$ cat src/rtl/i2crp_pkg.sv
`timescale 1ns/1ps
// Shared types for the bus recovery / probe sequencer.
// Assumes: one line action per tick, actions encoded as below.
package i2crp_pkg;

    // Single line action applied on a tick
    typedef enum logic [2:0] {
        CMD_NONE     = 3'd0,
        CMD_SCL_PULL = 3'd1,
        CMD_SCL_FREE = 3'd2,
        CMD_SDA_PULL = 3'd3,
        CMD_SDA_FREE = 3'd4
    } line_cmd_t;

    // Sequencer steps; each tick-paced step issues one line action
    typedef enum logic [4:0] {
        S_IDLE,
        S_RC_SCLLO, S_RC_SDAREL, S_RC_HI, S_RC_SMP, S_RC_LO, S_RC_GIVEUP,
        S_RC_STA, S_RC_SCLDN, S_RC_SCLUP, S_RC_STO,
        S_ST_SDA, S_ST_SCL, S_ST_DROP, S_ST_LOW,
        S_WB_BIT, S_WB_HI, S_WB_LO,
        S_AK_REL, S_AK_HI, S_AK_SMP, S_AK_LO,
        S_RB_HI, S_RB_SMP, S_RB_LO,
        S_SP_SCL, S_SP_SDA, S_SP_HI, S_SP_REL,
        S_NEXT,
        S_FIN
    } seq_state_t;

endpackage

$ cat src/rtl/i2crp_sync.sv
`timescale 1ns/1ps
// Synchronizer for the incoming data line.
// Assumes: idle bus level is high, so every stage resets to 1.
module i2crp_sync #(
    parameter int STAGES = 2
) (
    input  logic clk,
    input  logic rst_n,
    input  logic d_i,
    output logic q_o
);
    generate
        if (STAGES == 0) begin : g_bypass
            assign q_o = d_i;
        end else begin : g_chain
            logic [STAGES-1:0] sh_q;
            // Shift the line sample through the stage chain
            always_ff @(posedge clk) begin
                if (!rst_n) sh_q <= '1;
                else        sh_q <= {sh_q[STAGES-2+1-1:0], d_i};
            end
            assign q_o = sh_q[STAGES-1];
        end
    endgenerate
endmodule

$ cat src/rtl/i2crp_cand_table.sv
`timescale 1ns/1ps
// Candidate address table lookup with end detection.
// Assumes: entry g sits in TABLE[8*g +: 8]; an entry equal to SENTINEL or
// an index past the table marks the end of the list.
module i2crp_cand_table #(
    parameter int           N_ENT    = 4,
    parameter logic [N_ENT*8-1:0] TABLE = 32'hFF_A2_A0_A4,
    parameter logic [7:0]   SENTINEL = 8'hFF,
    parameter int           IDX_W    = 3
) (
    input  logic [IDX_W-1:0] idx_i,
    output logic [7:0]       addr_o,
    output logic             end_o
);
    logic [7:0] ent [N_ENT];

    generate
        for (genvar g = 0; g < N_ENT; g++) begin : g_ent
            assign ent[g] = TABLE[8*g +: 8];
        end
    endgenerate

    // Select the entry for the current index; out of range reads as end
    always_comb begin
        addr_o = SENTINEL;
        for (int i = 0; i < N_ENT; i++) begin
            if (idx_i == IDX_W'(i)) addr_o = ent[i];
        end
    end

    assign end_o = (addr_o == SENTINEL);
endmodule

$ cat src/rtl/i2crp_lines.sv
`timescale 1ns/1ps
// Open-drain line enables: holds the pull-down enable for each line and
// applies one action per tick. Enable 1 = line pulled low, 0 = released.
module i2crp_lines
    import i2crp_pkg::*;
(
    input  logic      clk,
    input  logic      rst_n,
    input  logic      tick_i,
    input  line_cmd_t cmd_i,
    output logic      scl_oe_o,
    output logic      sda_oe_o
);
    // Apply the requested line action on a tick
    always_ff @(posedge clk) begin
        if (!rst_n) begin
            scl_oe_o <= 1'b0;
            sda_oe_o <= 1'b0;
        end else if (tick_i) begin
            case (cmd_i)
                CMD_SCL_PULL: scl_oe_o <= 1'b1;
                CMD_SCL_FREE: scl_oe_o <= 1'b0;
                CMD_SDA_PULL: sda_oe_o <= 1'b1;
                CMD_SDA_FREE: sda_oe_o <= 1'b0;
                default:      ;
            endcase
        end
    end


    scl_paced_chk: assert property (@(posedge clk) disable iff (!rst_n)
        !$stable(scl_oe_o) |-> $past(tick_i));

    sda_paced_chk: assert property (@(posedge clk) disable iff (!rst_n)
        !$stable(sda_oe_o) |-> $past(tick_i));

    one_line_chk: assert property (@(posedge clk) disable iff (!rst_n)
        !(!$stable(scl_oe_o) && !$stable(sda_oe_o)));
endmodule

$ cat src/rtl/i2crp_seq.sv
`timescale 1ns/1ps
// Recovery / probe step sequencer. Walks the candidate table, running a
// recovery and an address probe per entry, remembers the winner as
// index+1, and re-runs recovery once after the legacy (index 0) entry.
// Assumes: sda_s_i is already synchronized; tick period exceeds the
// synchronizer depth so a sample reflects the previous line action.
module i2crp_seq
    import i2crp_pkg::*;
#(
    parameter int IDX_W     = 3,
    parameter int RECOV_MAX = 9,
    localparam int RCNT_W   = $clog2(RECOV_MAX + 1)
) (
    input  logic             clk,
    input  logic             rst_n,
    input  logic             tick_i,
    input  logic             start_i,
    input  logic             sda_s_i,
    input  logic [7:0]       cand_addr_i,
    input  logic             cand_end_i,
    output logic [IDX_W-1:0] idx_o,
    output line_cmd_t        cmd_o,
    output logic             done_o,
    output logic             fail_o,
    output logic [IDX_W-1:0] chain_o
);
    localparam logic [IDX_W-1:0] LEGACY_IDX = '0;

    seq_state_t        st_q;
    logic [IDX_W-1:0]  idx_q;
    logic [IDX_W-1:0]  chain_q;
    logic [RCNT_W-1:0] rcnt_q;
    logic [2:0]        bit_q;
    logic              acked_q;
    logic              extra_q;
    logic              fail_q;
    logic [7:0]        probe_byte;

    assign probe_byte = cand_addr_i | 8'h01;

    // Line action for the current step
    always_comb begin
        case (st_q)
            S_RC_SCLLO, S_RC_LO, S_RC_SCLDN,
            S_ST_LOW, S_WB_LO, S_AK_LO, S_RB_LO, S_SP_SCL: cmd_o = CMD_SCL_PULL;
            S_RC_HI, S_RC_GIVEUP, S_RC_SCLUP, S_ST_SCL,
            S_WB_HI, S_AK_HI, S_RB_HI, S_SP_HI:            cmd_o = CMD_SCL_FREE;
            S_RC_STA, S_ST_DROP, S_SP_SDA:                 cmd_o = CMD_SDA_PULL;
            S_RC_SDAREL, S_RC_STO, S_ST_SDA,
            S_AK_REL, S_SP_REL:                            cmd_o = CMD_SDA_FREE;
            S_WB_BIT: cmd_o = probe_byte[bit_q] ? CMD_SDA_FREE : CMD_SDA_PULL;
            default:                                       cmd_o = CMD_NONE;
        endcase
    end

    // Step sequencing: idle/next/finish act at once, all others on a tick
    always_ff @(posedge clk) begin
        if (!rst_n) begin
            st_q    <= S_IDLE;
            idx_q   <= '0;
            chain_q <= '0;
            rcnt_q  <= '0;
            bit_q   <= '0;
            acked_q <= 1'b0;
            extra_q <= 1'b0;
            fail_q  <= 1'b0;
        end else begin
            case (st_q)
                S_IDLE: if (start_i) begin
                    fail_q  <= 1'b0;
                    extra_q <= 1'b0;
                    idx_q   <= '0;
                    st_q    <= (chain_q != '0) ? S_FIN : S_RC_SCLLO;
                end
                S_NEXT: begin
                    if (cand_end_i) begin
                        fail_q <= 1'b1;
                        st_q   <= S_FIN;
                    end else begin
                        st_q   <= S_RC_SCLLO;
                    end
                end
                S_FIN: st_q <= S_IDLE;
                default: if (tick_i) begin
                    case (st_q)
                        S_RC_SCLLO:  st_q <= S_RC_SDAREL;
                        S_RC_SDAREL: begin rcnt_q <= '0; st_q <= S_RC_HI; end
                        S_RC_HI:     st_q <= S_RC_SMP;
                        S_RC_SMP:    st_q <= sda_s_i ? S_RC_STA : S_RC_LO;
                        S_RC_LO: begin
                            if (rcnt_q == RCNT_W'(RECOV_MAX - 1)) st_q <= S_RC_GIVEUP;
                            else begin rcnt_q <= rcnt_q + 1'b1; st_q <= S_RC_HI; end
                        end
                        S_RC_GIVEUP: begin
                            if (extra_q) st_q <= S_FIN;
                            else begin idx_q <= idx_q + 1'b1; st_q <= S_NEXT; end
                        end
                        S_RC_STA:    st_q <= S_RC_SCLDN;
                        S_RC_SCLDN:  st_q <= S_RC_SCLUP;
                        S_RC_SCLUP:  st_q <= S_RC_STO;
                        S_RC_STO:    st_q <= extra_q ? S_FIN : S_ST_SDA;
                        S_ST_SDA:    st_q <= S_ST_SCL;
                        S_ST_SCL:    st_q <= S_ST_DROP;
                        S_ST_DROP:   st_q <= S_ST_LOW;
                        S_ST_LOW:    begin bit_q <= 3'd7; st_q <= S_WB_BIT; end
                        S_WB_BIT:    st_q <= S_WB_HI;
                        S_WB_HI:     st_q <= S_WB_LO;
                        S_WB_LO: begin
                            if (bit_q == 3'd0) st_q <= S_AK_REL;
                            else begin bit_q <= bit_q - 1'b1; st_q <= S_WB_BIT; end
                        end
                        S_AK_REL:    st_q <= S_AK_HI;
                        S_AK_HI:     st_q <= S_AK_SMP;
                        S_AK_SMP:    begin acked_q <= !sda_s_i; st_q <= S_AK_LO; end
                        S_AK_LO: begin
                            bit_q <= 3'd7;
                            st_q  <= acked_q ? S_RB_HI : S_SP_SCL;
                        end
                        S_RB_HI:     st_q <= S_RB_SMP;
                        S_RB_SMP:    st_q <= S_RB_LO;
                        S_RB_LO: begin
                            if (bit_q == 3'd0) st_q <= S_SP_SCL;
                            else begin bit_q <= bit_q - 1'b1; st_q <= S_RB_HI; end
                        end
                        S_SP_SCL:    st_q <= S_SP_SDA;
                        S_SP_SDA:    st_q <= S_SP_HI;
                        S_SP_HI:     st_q <= S_SP_REL;
                        S_SP_REL: begin
                            if (acked_q) begin
                                chain_q <= idx_q + 1'b1;
                                if (idx_q == LEGACY_IDX) begin
                                    extra_q <= 1'b1;
                                    st_q    <= S_RC_SCLLO;
                                end else begin
                                    st_q    <= S_FIN;
                                end
                            end else begin
                                idx_q <= idx_q + 1'b1;
                                st_q  <= S_NEXT;
                            end
                        end
                        default:     st_q <= S_IDLE;
                    endcase
                end
            endcase
        end
    end

    assign idx_o   = idx_q;
    assign chain_o = chain_q;
    assign done_o  = (st_q == S_FIN);
    assign fail_o  = (st_q == S_FIN) && fail_q;


    chain_once_chk: assert property (@(posedge clk) disable iff (!rst_n)
        (chain_q != $past(chain_q)) |-> ($past(chain_q) == '0));

    fail_keep_chk: assert property (@(posedge clk) disable iff (!rst_n)
        fail_o |-> (chain_q == '0));

    recov_bound_chk: assert property (@(posedge clk) disable iff (!rst_n)
        rcnt_q < RCNT_W'(RECOV_MAX));

    done_pulse_chk: assert property (@(posedge clk) disable iff (!rst_n)
        done_o |=> !done_o);
endmodule

$ cat src/rtl/i2c_recover_probe.sv
`timescale 1ns/1ps
// Top: bus recovery and chain-type probe sequencer on an open-drain pair.
// Assumes: tick_i pulses no more often than every SYNC_STAGES+2 clocks;
// no clock stretching and a single master on the bus.
module i2c_recover_probe
    import i2crp_pkg::*;
#(
    parameter int                 N_ENT       = 4,
    parameter logic [N_ENT*8-1:0] CAND_TABLE  = 32'hFF_A2_A0_A4,
    parameter int                 RECOV_MAX   = 9,
    parameter int                 SYNC_STAGES = 2,
    localparam int                IDX_W       = $clog2(N_ENT + 1)
) (
    input  logic             clk,
    input  logic             rst_n,
    input  logic             start_i,
    input  logic             tick_i,
    input  logic             sda_i,
    output logic             scl_oe_o,
    output logic             sda_oe_o,
    output logic             done_o,
    output logic             fail_o,
    output logic [IDX_W-1:0] chain_o
);
    logic             sda_s;
    logic [IDX_W-1:0] idx;
    logic [7:0]       cand_addr;
    logic             cand_end;
    line_cmd_t        cmd;

    i2crp_sync #(.STAGES(SYNC_STAGES)) u_sync (
        .clk(clk), .rst_n(rst_n), .d_i(sda_i), .q_o(sda_s)
    );

    i2crp_cand_table #(
        .N_ENT(N_ENT), .TABLE(CAND_TABLE), .SENTINEL(8'hFF), .IDX_W(IDX_W)
    ) u_table (
        .idx_i(idx), .addr_o(cand_addr), .end_o(cand_end)
    );

    i2crp_seq #(.IDX_W(IDX_W), .RECOV_MAX(RECOV_MAX)) u_seq (
        .clk(clk), .rst_n(rst_n), .tick_i(tick_i), .start_i(start_i),
        .sda_s_i(sda_s), .cand_addr_i(cand_addr), .cand_end_i(cand_end),
        .idx_o(idx), .cmd_o(cmd), .done_o(done_o), .fail_o(fail_o),
        .chain_o(chain_o)
    );

    i2crp_lines u_lines (
        .clk(clk), .rst_n(rst_n), .tick_i(tick_i), .cmd_i(cmd),
        .scl_oe_o(scl_oe_o), .sda_oe_o(sda_oe_o)
    );


    idle_lines_chk: assert property (@(posedge clk) disable iff (!rst_n)
        done_o |-> (!scl_oe_o && !sda_oe_o));

    fail_with_done_chk: assert property (@(posedge clk) disable iff (!rst_n)
        fail_o |-> done_o);
endmodule

$ cat config.mk
export PLATFORM = sky130hd
export DESIGN_NAME = i2c_recover_probe
export DESIGN_NICKNAME = d
export VERILOG_FILES = /design/src/rtl/i2crp_pkg.sv /design/src/rtl/i2crp_sync.sv /design/src/rtl/i2crp_cand_table.sv /design/src/rtl/i2crp_lines.sv /design/src/rtl/i2crp_seq.sv /design/src/rtl/i2c_recover_probe.sv
export SDC_FILE = /design/constraint.sdc
export NUM_CORES = 1
export LEC_CHECK = 0
export ABC_CLOCK_PERIOD_IN_PS = 5330
export BUFFER_PORTS_ARGS = -buffer_cell sky130_fd_sc_hd__buf_2
export CAP_MARGIN = 20
export CORE_ASPECT_RATIO = 0.8
export CORE_MARGIN = 4
export CORE_UTILIZATION = 40
export CTS_CLUSTER_DIAMETER = 40
export DETAILED_ROUTE_END_ITERATION = 6
export MAX_ROUTING_LAYER = met4
export PLACE_DENSITY = 0.62
export SYNTH_ARGS = -nofsm -noshare
export SYNTH_HDL_FRONTEND = slang
export SYNTH_SLANG_ARGS = --single-unit
$ cat constraint.sdc
create_clock -name clk -period 5.33 [get_ports clk]
set_clock_uncertainty 0.15 [all_clocks]
set_input_delay 0.7995 -clock clk [delete_from_list [all_inputs] [get_ports clk]]
set_output_delay 0.7995 -clock clk [all_outputs]
set_load 0.01 [all_outputs]
==> results of run 1 <==
[kinds of logic after synthesis]
kind of cell    Yosys count  synth area share
flops                    25             0.244
mux                       4            0.0195
buf+inv                  35            0.0763
compound gates           94             0.290
simple gates            117             0.311
fa+ha+maj                 9            0.0549
xor+xnor                  1           0.00427
[final cells by class]
class,instances,share of cell area
inverter,14,0.0244
clock buffer,3,0.0192
multi-input combinational,225,0.648
clock inverter,1,0.00349
tap,62,0.0361
sequential,25,0.233
timing repair buffer,14,0.0361
[power by group through the flow]
stage / clock (mW) / combinational, mW / sequential [mW]
global route: 0.140 / 0.631 / 0.297
global placement: 0 / 0.556 / 0.289
floorplan: 0 / 0.508 / 0.232
finish: 0.124 / 0.568 / 0.289
detailed placement: 0 / 0.558 / 0.291
CTS: 0.131 / 0.561 / 0.286
[state kept, by name (all words and copies together) (netlist names)]
| name | cells |
|---|---|
| u_lines.scl_oe_o | 1 |
| u_seq.fail_q | 1 |
| u_seq.acked_q | 1 |
| u_lines.sda_oe_o | 1 |
| u_seq.chain_o | 3 |
| u_seq.extra_q | 1 |
| u_sync.g_chain.sh_q | 2 |
| u_seq.rcnt_q | 4 |
| u_seq.st_q | 5 |
| u_seq.bit_q | 3 |
| u_seq.idx_o | 3 |
[cells in the final DEF, fill, tap and decap left out, drive strengths merged, types with 12 or more instances in the layout]
master / instances
a21oi: 28
buf: 14
dfxtp: 25
inv: 12
nand2: 16
nand2b: 12
nand3: 13
nor2: 22
nor3: 14
o21ai: 20
[path summary, 6_finish.rpt]
kind / from / to / slack [ps] / depth (start not counted)
setup / recovery: u_seq.st_q[2] / fail_o / 2320 / 4
hold / removal: u_sync.g_chain.sh_q[0] / u_sync.g_chain.sh_q[1] / 260 / 1
setup reg to reg: u_seq.st_q[0] / u_seq.rcnt_q[2] / 2410 / 6
hold reg to reg: u_sync.g_chain.sh_q[0] / u_sync.g_chain.sh_q[1] / 260 / 1
[cells in the mapped netlist, types with 2 or more instances]
library cell	instances	area share
nor3_1	12	0.029
a211o_1	3	0.013
a21oi_1	28	0.068
nand2_1	16	0.029
and2_1	5	0.015
inv_1	11	0.020
nand4_1	7	0.021
a21o_1	4	0.015
nor4_1	2	0.0061
nand3_1	13	0.032
o21a_1	2	0.0073
nor3_2	2	0.0098
a211oi_1	4	0.015
nand2b_1	12	0.037
o21ai_0	19	0.046
and3b_1	2	0.0085
clkinv_1	2	0.0037
buf_2	5	0.012
a31oi_1	10	0.031
or2_2	2	0.0061
nor2b_1	7	0.021
or3_1	4	0.012
a21boi_0	3	0.011
clkbuf_1	12	0.022
o21bai_1	2	0.0073
o311a_1	2	0.0098
dfxtp_1	25	0.24
ha_1	9	0.055
nor2_1	22	0.040
and3_1	3	0.0092
o211ai_1	4	0.015
o31ai_1	2	0.0073
buf_6	2	0.011
mux2i_1	4	0.020
o22ai_1	2	0.0061
[routing by layer]
metal  part of all wire  wire length, µm  up-vias
li1                   -                -     1032
met1               0.50             2710      917
met2               0.41             2220       90
met3              0.075              407        9
met4              0.012               63        0
met5                  0                0        -
[stage by stage]
step                setup WS, ps  cell area (µm²)
global placement            2500             2100
global route                2180             2150
CTS                         2360             2150
finish                      2320             2150
detailed placement          2460             2100
floorplan                   3020             2050
==> results by group, run 1 <==
Status
  – Status: finished, final reports clean

Timing
  – Final hold slack: 264 ps
  – Hold Violations, Final: 0
  – Worst Tran Pin Value: between 1000 and 1500 ps
  – Max-slew violation count: 0
  – Setup violations, final: 0
  – Max Fclk: 333 MHz
  – Setup tns final: 0 ps
  – Unrepaired setup endpoints after global routing: no
  – Final min period: 3010 ps
  – Headroom to the max-slew limit: 0.276
  – Tcrit/Tclk final: 0.564

Global routing
  – Met1 usage: 0.283
  – Vias in the first global route: ~1800
  – Initial antenna violation count: 0
  – First-pass GRT wire length: 9200 µm
  – Largest net degree at the start of global routing: 37
  – Gr busiest metal: met1
  – Total grt overflow: 0
  – Met3 Usage GRT: 0.0386
  – Overall global routing resource usage: 0.185
  – GR Util met2: 0.247

Pwr
  – IR drop worst, VDD: 0.342 mV
  – Clock power frac: 0.126
  – PD cells: 456 mW/mm²
  – Logic pwr share: 0.579
  – Sw frac: 0.504
  – Sequential power share: 0.295
  – Switching Power: 0.494 mW
  – Static leakage: 0.757 nW
  – Power Total: 0.981 mW
  – Int Pwr: 0.487 mW

Finish
  – Fillers: 520
  – Inserted Diodes: 0
  – Nets: 297
  – Synthesis-to-finish area growth: 4.88%
  – Final core occ: 0.432
  – Non-Filler Instances: 344
  – Footprint of the multi-input gates: 0.00139 mm²
  – Share of cells above drive strength 1: 0.0887
  – Reg area: about 500 µm²

Floorplan
  – Die area: ~0.0063 mm²
  – Die X: 88.1 µm
  – # IOs: 12
  – Initial core utilization: 0.412
  – FP Rows: 23
  – Die Y-Extent: 72.0 µm
  – Core Area: 0.00498 mm²

Route
  – WL final: around 5400 µm
  – DRC: 0
  – First drt pass iteration count: 5
  – Avg WL per Cell: 15.7 µm
  – Routed Antenna Nets: 0
  – DR vias: 2048
  – Initial DRC count: roughly 260
  – Via/cell ratio: 5.95

Worst setup path
  – Critical Path RT: 4380 ps
  – Worst-path fanout max: 29
  – CP max stage delay: between 900 and 1000 ps
  – Worst path bufs/invs: 1
  – Crit start category: register
  – Critical path, cell by cell: nand3_1 -> nor2_1 -> and2_1 -> buf_2
  – CP Capture Type: primary output
  – CP Class: register to primary output
  – CP max-delay cell: dfxtp_1
  – WP data arrival: 2060 ps
  – CP top delay family: flip-flops

Clock tree
  – Setup repair bufs after CTS: 0
  – Clk buf depth: 2
  – # H-tree levels: 1
  – CTS tree: built
  – CTS sink count: 25
  – Hold buffer count at CTS: 0
  – CTS root buf: clkbuf_8
  – Total CTS buffers: 3
  – Post_cts resized: 0
  – Register clock-pin slew on the reported worst setup and hold paths: 100 ps
  – Worst-Skew Late Latency: ~280 ps

Place
  – DP Cell Count: 340
  – PortBufs: 11
  – HPWL after detailed placement: 3730 µm
  – GP Congestion: 0.913

Logic synthesis
  – Mapped Avg Cell Area: 7.20 µm²
  – Yosys reg bits: 25
  – Syn Inst Count: 285
  – Sequential area share after synthesis: 0.244
  – Syn nets: 299
  – Post-synth EDFFs: 0
  – Synth Flop Type: dfxtp_1
  – Post-synth ARST share: 0
  – Warnings from Yosys: 0
  – Unique masters post-synth: 56
  – Mapped Area: 0.00205 mm²

Worst hold path
  – Min-delay worst type: register to register

Flow run
  – Max-cap violations: 0
Power figures use the tool's default switching activity.
==> inputs of run 2 (changes only) <==
Settings changed: ABC_CLOCK_PERIOD_IN_PS 5330 to 2400, PLACE_DENSITY 0.62 to 0.64.
Clock period 5.33 ns to 2.4 ns, I/O delays scaled along.
==> run 2 against run 1 <==
Compared with the run above: clock power up 130%; highest routed layer unchanged; sequential power is 110% higher; register-to-register slack worse by 2300 ps; sequential cell count is the same; total power grew 150%; combinational power increased to 2.7 times the previous value; largest power group unchanged; setup slack got worse by 2200 ps; count of clock-buffer cells in the layout is the same; sequential share of layout area down 1.7 points; via count up 7.7%.
==> results by group, run 2 (same netlist as run 1, synthesis figures left out) <==
Status
  – Status: finished, final reports clean

Global routing
  – Largest net degree at the start of global routing: 22 (-41%)
  – Initial antenna violation count: 0 (unchanged)
  – Vias in the first global route: 1979 (+10%)
  – Total grt overflow: 0 (unchanged)
  – Overall global routing resource usage: 0.197 (+0.0116)
  – First-pass GRT wire length: 9740 µm (+5.8%)

Worst setup path
  – WP data arrival: 2330 ps (+270 ps)
  – CP max-delay cell: dfxtp_1
  – Critical path, cell by cell: or3b_4 -> nor3_2 -> o2111ai_2 -> or2_1 -> or3b_1 -> a21oi_1
  – Reg2Reg Depth: 6 (unchanged)
  – Crit start category: register
  – CP Capture Type: register
  – CP max stage delay: 520 ps (-460 ps)
  – Critical Path RT: 2470 ps (-1910 ps)
  – R2r startpoint: u_seq.st_q[0]
  – CP Class: register to register
  – FF-to-FF setup slack: 140 ps (-2270 ps)
  – Worst-path fanout max: 9 (-69%)
  – RR Endpoint: u_seq.rcnt_q[2]

Floorplan
  – Die Y-Extent: 72.0 µm (unchanged)
  – Die X: 88.1 µm (unchanged)
  – Die area: 0.00634 mm² (unchanged)
  – Initial core utilization: 0.412 (unchanged)
  – # IOs: 12 (unchanged)
  – Core Area: 0.00498 mm² (unchanged)
  – FP Rows: 23 (unchanged)

Worst hold path
  – Hold path endpoint: u_sync.g_chain.sh_q[0]
  – Min-delay worst type: input pin to register
  – Hold depth: 2 (+1)
  – Hold_sp: sda_i

Finish
  – Non-Filler Instances: 367 (+6.7%)
  – Synthesis-to-finish area growth: 13.4%
  – Largest register FFs: 5 (unchanged)
  – Nets: 320 (+7.7%)
  – Share of cells above drive strength 1: 0.161 (+0.0720)
  – Reg with most FFs: u_seq.st_q
  – Inserted Diodes: 0 (unchanged)
  – Final instance area: 0.00233 mm² (+8.1%)
  – Most common cell after layout, fill and taps aside: a21oi_1
  – Largest registers: u_seq.st_q x5, u_seq.rcnt_q x4
  – Most frequent cells in the layout: 28 x a21oi_1, 26 x buf_4, 24 x dfxtp_1

Clock tree
  – Clk buf depth: 2 (unchanged)
  – Total CTS buffers: 3 (unchanged)
  – Worst-Skew Late Latency: 280 ps (about the same)
  – CTS sink count: 25 (unchanged)
  – Register clock-pin slew on the reported worst setup and hold paths: 100 ps (about the same)
  – CTS root buf: clkbuf_8
  – # H-tree levels: 1 (unchanged)
  – Hold buffer count at CTS: 0 (unchanged)
  – CTS tree: built

Route
  – DRC: 0 (unchanged)
  – First drt pass iteration count: 5 (unchanged)
  – Routed Antenna Nets: 0 (unchanged)
  – Avg WL per Cell: 15.9 µm (+0.94%)
  – Via/cell ratio: 6.01 (+0.92%)
  – DR vias: 2205 (+7.7%)
  – Initial DRC count: 289 (+11%)
  – WL final: 5820 µm (+7.7%)
  – WL met2: 2460 µm (+11%)
  – Top sig layer: met4
  – Met3 wire length: 452 µm (+11%)
  – Met1 Wirelength: 2860 µm (+5.3%)

Timing
  – Final min period: approximately 2300 ps
  – Worst Tran Pin Value: 488 ps (-597 ps)
  – Headroom to the max-slew limit: 0.674 (+0.399)
  – Tcrit/Tclk final: 0.943
  – Setup violations, final: 0 (unchanged)
  – Max Fclk: between 400 and 500 MHz
  – Hold Violations, Final: 0 (unchanged)
  – Final hold slack: 120 ps (-144 ps)
  – Setup tns final: 0 ps (unchanged)
  – Max-slew violation count: 0 (unchanged)
  – Unrepaired setup endpoints after global routing: no

Pwr
  – PD cells: 1050 mW/mm² (+130%)
  – Static leakage: 0.875 nW (+16%)
  – Power Total: 2.43 mW (+150%)
  – IR drop worst, VDD: 0.424 mV (+24%)

Place
  – Placed Instance Area: 0.00227 mm² (+8.2%)
  – PortBufs: 11 (unchanged)
  – GP Congestion: 0.963 (+5.5%)
  – HPWL after detailed placement: 4420 µm (+19%)
  – DP Cell Count: 363 (+6.8%)

Flow run
  – Max-cap violations: 0 (unchanged)
run 2: cell count changes in the layout (fill, tap and decap cells not counted):
cell        change
inv_6           +1
dfxtp_1         -1
dfxtp_2         +1
buf_4          +23
clkinvlp_4      -1
run 2: per-stage QoR:
step	utilization	setup slack, ps
after floorplan	-	301
after global placement	0.457	156
after detailed placement	0.457	163
after CTS	0.467	154
after global routing	0.467	2.41
final	0.467	136
run 2: repair_timing:
action                                  in CTS  in global routing
resized for setup                            0                  1
endpoints found under the setup margin       0                  1
setup buffers                                0                  0
run 2: worst max-delay path, delay by kind of cell (launching register included):
kind,cells,cell delay [ps]
simple gates,4,1240
flops,1,520
compound gates,2,290
run 2: worst max-delay path by stage:
| stage | from | slack, ps | depth (start not counted) | endpoint |
|---|---|---|---|---|
| floorplan | u_seq.st_q[1] | 300 | 7 | u_seq.rcnt_q[2] |
| global placement | u_seq.st_q[1] | 160 | 7 | u_seq.rcnt_q[2] |
| detailed placement | u_seq.st_q[1] | 160 | 7 | u_seq.rcnt_q[2] |
| CTS | u_seq.st_q[0] | 150 | 6 | u_seq.rcnt_q[2] |
| global route | u_seq.st_q[0] | 2 | 6 | u_seq.rcnt_q[2] |
| finish | u_seq.st_q[0] | 140 | 6 | u_seq.rcnt_q[2] |
run 2: layout make-up:
cell class,instances,area [µm²]
Clock buffer,3,41.3
Clock inverter,1,8.76
Fill cell,502,2650
Inverter,14,52.6
Multi-Input combinational cell,225,1390
Sequential cell,25,502
Tap cell,62,77.6
Timing Repair Buffer,37,250
run 2: report_power, final:
| group | internal, mW | total, mW | switching, mW |
|---|---|---|---|
| clock network | 0.122 | 0.282 | 0.160 |
| logic | 0.663 | 1.55 | 0.888 |
| registers | 0.475 | 0.598 | 0.123 |
| total | 1.26 | 2.43 | 1.17 |
run 2: per-layer routing:
layer | GRT usage | up-vias
li1 | - | 1077
met1 | 0.288 | 1012
met2 | 0.284 | 108
met3 | 0.0363 | 8
met4 | 0.0369 | 0
met5 | - | -
